--- src/rtl/ssr_pkg.sv ---
package ssr_pkg;
  localparam int SSR_STAGES = 3;
  localparam int SSR_DELAY  = SSR_STAGES;
  typedef logic [SSR_STAGES-1:0] ssr_state_t;
endpackage

--- src/rtl/ssr_cell.sv ---
module ssr_cell (
  input  logic clk,
  input  logic rst_n,
  input  logic shift_sel,
  input  logic func_bit,
  input  logic scan_bit,
  output logic q
);
  logic d_sel;

  assign d_sel = shift_sel ? scan_bit : func_bit;

  always_ff @(posedge clk) begin
    if (!rst_n) q <= 1'b0;
    else        q <= d_sel;
  end

  // capture path loads the functional bit
  a_r2_capture: assert property (@(posedge clk) disable iff (!rst_n)
    !shift_sel |=> q == $past(func_bit));
endmodule

--- src/rtl/ssr_scramble.sv ---
module ssr_scramble
  import ssr_pkg::*;
(
  input  ssr_state_t cur,
  input  logic       ser_in,
  output ssr_state_t shift_nxt,
  output logic       ser_out
);
  always_comb begin
    shift_nxt[0] = ser_in;
    shift_nxt[1] = ~cur[0];
    shift_nxt[2] = ser_in ^ cur[1];
  end

  assign ser_out = ~(cur[0] ^ cur[2]);
endmodule

--- src/rtl/ssr_secure_scan.sv ---
module ssr_secure_scan
  import ssr_pkg::*;
(
  input  logic                  clk,
  input  logic                  rst_n,
  input  logic                  scan_en,
  input  logic                  scan_in,
  input  logic [SSR_STAGES-1:0] func_d,
  output logic [SSR_STAGES-1:0] state_q,
  output logic                  scan_out
);
  ssr_state_t shift_nxt;

  ssr_scramble u_scr (
    .cur       (state_q),
    .ser_in    (scan_in),
    .shift_nxt (shift_nxt),
    .ser_out   (scan_out)
  );

  for (genvar g = 0; g < SSR_STAGES; g++) begin : g_stage
    ssr_cell u_cell (
      .clk       (clk),
      .rst_n     (rst_n),
      .shift_sel (scan_en),
      .func_bit  (func_d[g]),
      .scan_bit  (shift_nxt[g]),
      .q         (state_q[g])
    );
  end

  // first stage takes the serial input
  a_r3_first_stage: assert property (@(posedge clk) disable iff (!rst_n)
    scan_en |=> state_q[0] == $past(scan_in));

  // second stage takes the inverted first stage
  a_r4_second_stage: assert property (@(posedge clk) disable iff (!rst_n)
    scan_en |=> state_q[1] == !$past(state_q[0]));

  // third stage takes input XOR second stage
  a_r5_third_stage: assert property (@(posedge clk) disable iff (!rst_n)
    scan_en |=> state_q[2] == ($past(scan_in) ^ $past(state_q[1])));

  // serial delay of exactly three shift clocks
  a_r7_serial_delay: assert property (@(posedge clk) disable iff (!rst_n)
    ($past(rst_n, 1) && $past(scan_en, 1) &&
     $past(rst_n, 2) && $past(scan_en, 2) &&
     $past(rst_n, 3) && $past(scan_en, 3))
    |-> scan_out == $past(scan_in, 3));
endmodule

--- config.mk ---
export PLATFORM = sky130hd
export DESIGN_NAME = ssr_secure_scan
export DESIGN_NICKNAME = d
export VERILOG_FILES = /design/src/rtl/ssr_pkg.sv /design/src/rtl/ssr_cell.sv /design/src/rtl/ssr_scramble.sv /design/src/rtl/ssr_secure_scan.sv
export SDC_FILE = /design/constraint.sdc
export NUM_CORES = 1
export LEC_CHECK = 0
export ABC_AREA = 1
export BUFFER_PORTS_ARGS = -buffer_cell sky130_fd_sc_hd__buf_2
export CORE_AREA = 2 2 39 41
export CTS_BUF_LIST = sky130_fd_sc_hd__clkbuf_16
export CTS_CLUSTER_SIZE = 25
export DETAILED_ROUTE_END_ITERATION = 8
export DIE_AREA = 0 0 41 43
export GPL_TIMING_DRIVEN = 0
export HOLD_SLACK_MARGIN = 0.1
export PLACE_DENSITY_LB_ADDON = 0.1
export SETUP_SLACK_MARGIN = 0.5
export SLEW_MARGIN = 10
export SYNTH_ARGS = -nofsm -noshare
export SYNTH_HDL_FRONTEND = slang
export SYNTH_SLANG_ARGS = --single-unit
--- constraint.sdc ---
create_clock -name clk -period 1 [get_ports clk]
set_input_delay 0.2 -clock clk [delete_from_list [all_inputs] [get_ports clk]]
set_output_delay 0.2 -clock clk [all_outputs]
set_load 0.03 [all_outputs]
==> reports/qor.yml <==
synth_seq_cells: 3
drtAntennaViolNets: 0
row_count: 14
fill_cells: 156
fin_skew_ns: 0.00122
drt_iter0_drc: 1
fin_crit_sh_pct: 107
worstSetupEndpointType: "primary output"
regArea_um2: 68.8
hold_path.class: "in2reg"
syn-num-nets: 26
coreArea_um2: 1380
antennaDiodeCount: 0
maxCapViolCount: 0
max_slew_margin_pct: 85.3
die_w_um: 41
grt_start_max_net_pins: 7
path_clk_slew_ns: 0.03
overflow: 0
cts_sinks: 3
multi_input_area_um2: 87.6
port_buffers: 10
setup_viol: 3
ys_seq_area_share_pct: 41.0
grt_first_pass_wirelength_um: 662
cts_buffer_depth: 2
routabilityCongestion: 0.633
powerDensity_nw_per_um2: 2260
avgSynthCellArea_um2: 7.70
status: "finished with violations"
cts_tree: "done"
fin_nets: 44
worstReg2RegStart: "g_stage[1].u_cell.q"
critPathLaunchType: "flip-flop"
reg_top3: "g_stage.u_cell.q (3)"
whs_endpoint: "g_stage[1].u_cell.q"
r2r_slack_ns: 0.15
hold_violations: 0
cts_buffers: 3
drt-wirelength-per-cell_um: 7.40
fmax_mhz: 938
rsz0062_at_grt: "true"
clk_latency_ns: 0.22
rr_endpoint: "g_stage[2].u_cell.q"
worst_pin_slew_ns: 0.219
worstHoldPathCells: 2
cts_hold_buf: 0
fin_crit_ns: 1.07
largest_reg_flops: 3
dr_total_vias: 167
rr_worst_depth: 7
required_ns: 0.80
cts.htree.levels: 1
largest_register: "g_stage.u_cell.q"
hold_ws_ns: 0.223
worstHoldStart: "scan_en"
place_inst: 45
die_area_um2: 1760
start_util_pct: 10.6
netlist_area_um2: 146
power_uw: 925
io_pins: 11
leakage_uw: 0.000196
fin_tns_setup_ns: -0.0950
crit_arrival_ns: 0.87
critical_path.max_fanout: 2
antenna_found_initial: 0
syn_inst: 19
syn2layout_area_growth_pct: 179
drv_slew: 0
routed_wl_um: 385
max-vdd-ir-drop_mv: 0.745
track_usage_pct: 6.92
setup_ws_ns: -0.0662
synth.distinct_cells: 10
instances_no_fill: 52
vias_per_cell: 3.21
die_h_um: 43
ys_warn_count: 0
critPathKind: "reg2out"
drive_above_1_share_pct: 80.6
cts-root-buf: "clkbuf_16"
drc: 0
firstDrtPassIters: 2
failed_checks: "setup timing"
first_global_vias: 171
synth_stat cells:
| cell type | count | area [um2] |
|---|---|---|
| nand2_1 | 3 | 11.3 |
| nand3_1 | 1 | 5.00 |
| o21ai_0 | 1 | 5.00 |
| a21oi_1 | 2 | 10.0 |
| buf_4 | 3 | 22.5 |
| dfxtp_1 | 3 | 60.1 |
| o21a_1 | 1 | 7.51 |
| inv_1 | 3 | 11.3 |
| o21ai_1 | 1 | 5.00 |
| xnor2_1 | 1 | 8.76 |
critical path, cell delays in order, from the launching register on:
cell	delay (ns)
dfxtp_4	0.35
xnor2_4	0.15
buf_6	0.14
per-layer routing:
metal | up-vias | wire length [um] | global-route usage [%]
met5 | - | 0 | 0
met4 | 0 | 0 | 12.0
met3 | 0 | 28 | 4.71
met2 | 8 | 204 | 7.19
met1 | 69 | 152 | 6.09
li1 | 90 | - | -
logic make-up (layout without fill, tap and decap cells):
family | count (synthesis) | count (layout) | synth area share (%)
buffers and inverters | 6 | 23 | 23.1
DFF | 3 | 3 | 41.0
AOI/OAI and AO/OA | 5 | 5 | 18.8
xor gates and xnor gates | 1 | 1 | 5.98
and+or+nand+nor | 4 | 4 | 11.1
layout by cell type (no fill, tap or decap), drive strengths merged:
master	netlist	layout
a21oi	2	2
buf	3	16
clkbuf	0	3
dfxtp	3	3
inv	3	4
nand2	3	3
nand3	1	1
o21a	1	1
o21ai	2	2
xnor2	1	1
area by class of cell:
class	instances	area share [%]
multi-input cells	10	21.4
flip-flops and latches	3	16.8
repair buffers	13	26.6
inverters	3	2.75
clock inverters	1	0.917
well taps	16	4.89
clock buffers	3	18.3
plain buffers	3	8.26
report_power, final:
group | total, uW | internal, uW | switching, uW | leakage, uW
registers | 144 | 130 | 14.0 | 0.0000264
clock network | 626 | 516 | 111 | 0.0000423
logic | 155 | 90.4 | 64.9 | 0.000127
timing repair:
action                     4_1_cts  5_1_grt
pin swaps                        2        3
gates cloned                     0        0
resized for setup               13        6
setup endpoints to repair        6        6
setup buffers                    1        2
metrics by stage:
step | area, um2 | utilization, % | setup slack [ns]
3_5_place_dp | 249 | 18.0 | 0.101
3_3_place_gp | 249 | 18.0 | 0.102
5_1_grt | 409 | 29.6 | -0.0954
2_1_floorplan | 179 | - | 0.198
4_1_cts | 374 | 27.0 | -0.0735
6_report | 409 | 29.6 | -0.0662
worst max path at each step:
stage | slack [ns] | depth (start not counted) | to | start
final | -0.07 | 2 | scan_out | g_stage[2].u_cell.q
after floorplan | 0.20 | 1 | scan_out | g_stage[0].u_cell.q
after detailed placement | 0.10 | 2 | scan_out | g_stage[0].u_cell.q
after global routing | -0.1 | 2 | scan_out | g_stage[2].u_cell.q
after CTS | -0.07 | 2 | scan_out | g_stage[2].u_cell.q
after global placement | 0.10 | 2 | scan_out | g_stage[0].u_cell.q
Note: power is estimated with default switching activity, not from simulation.
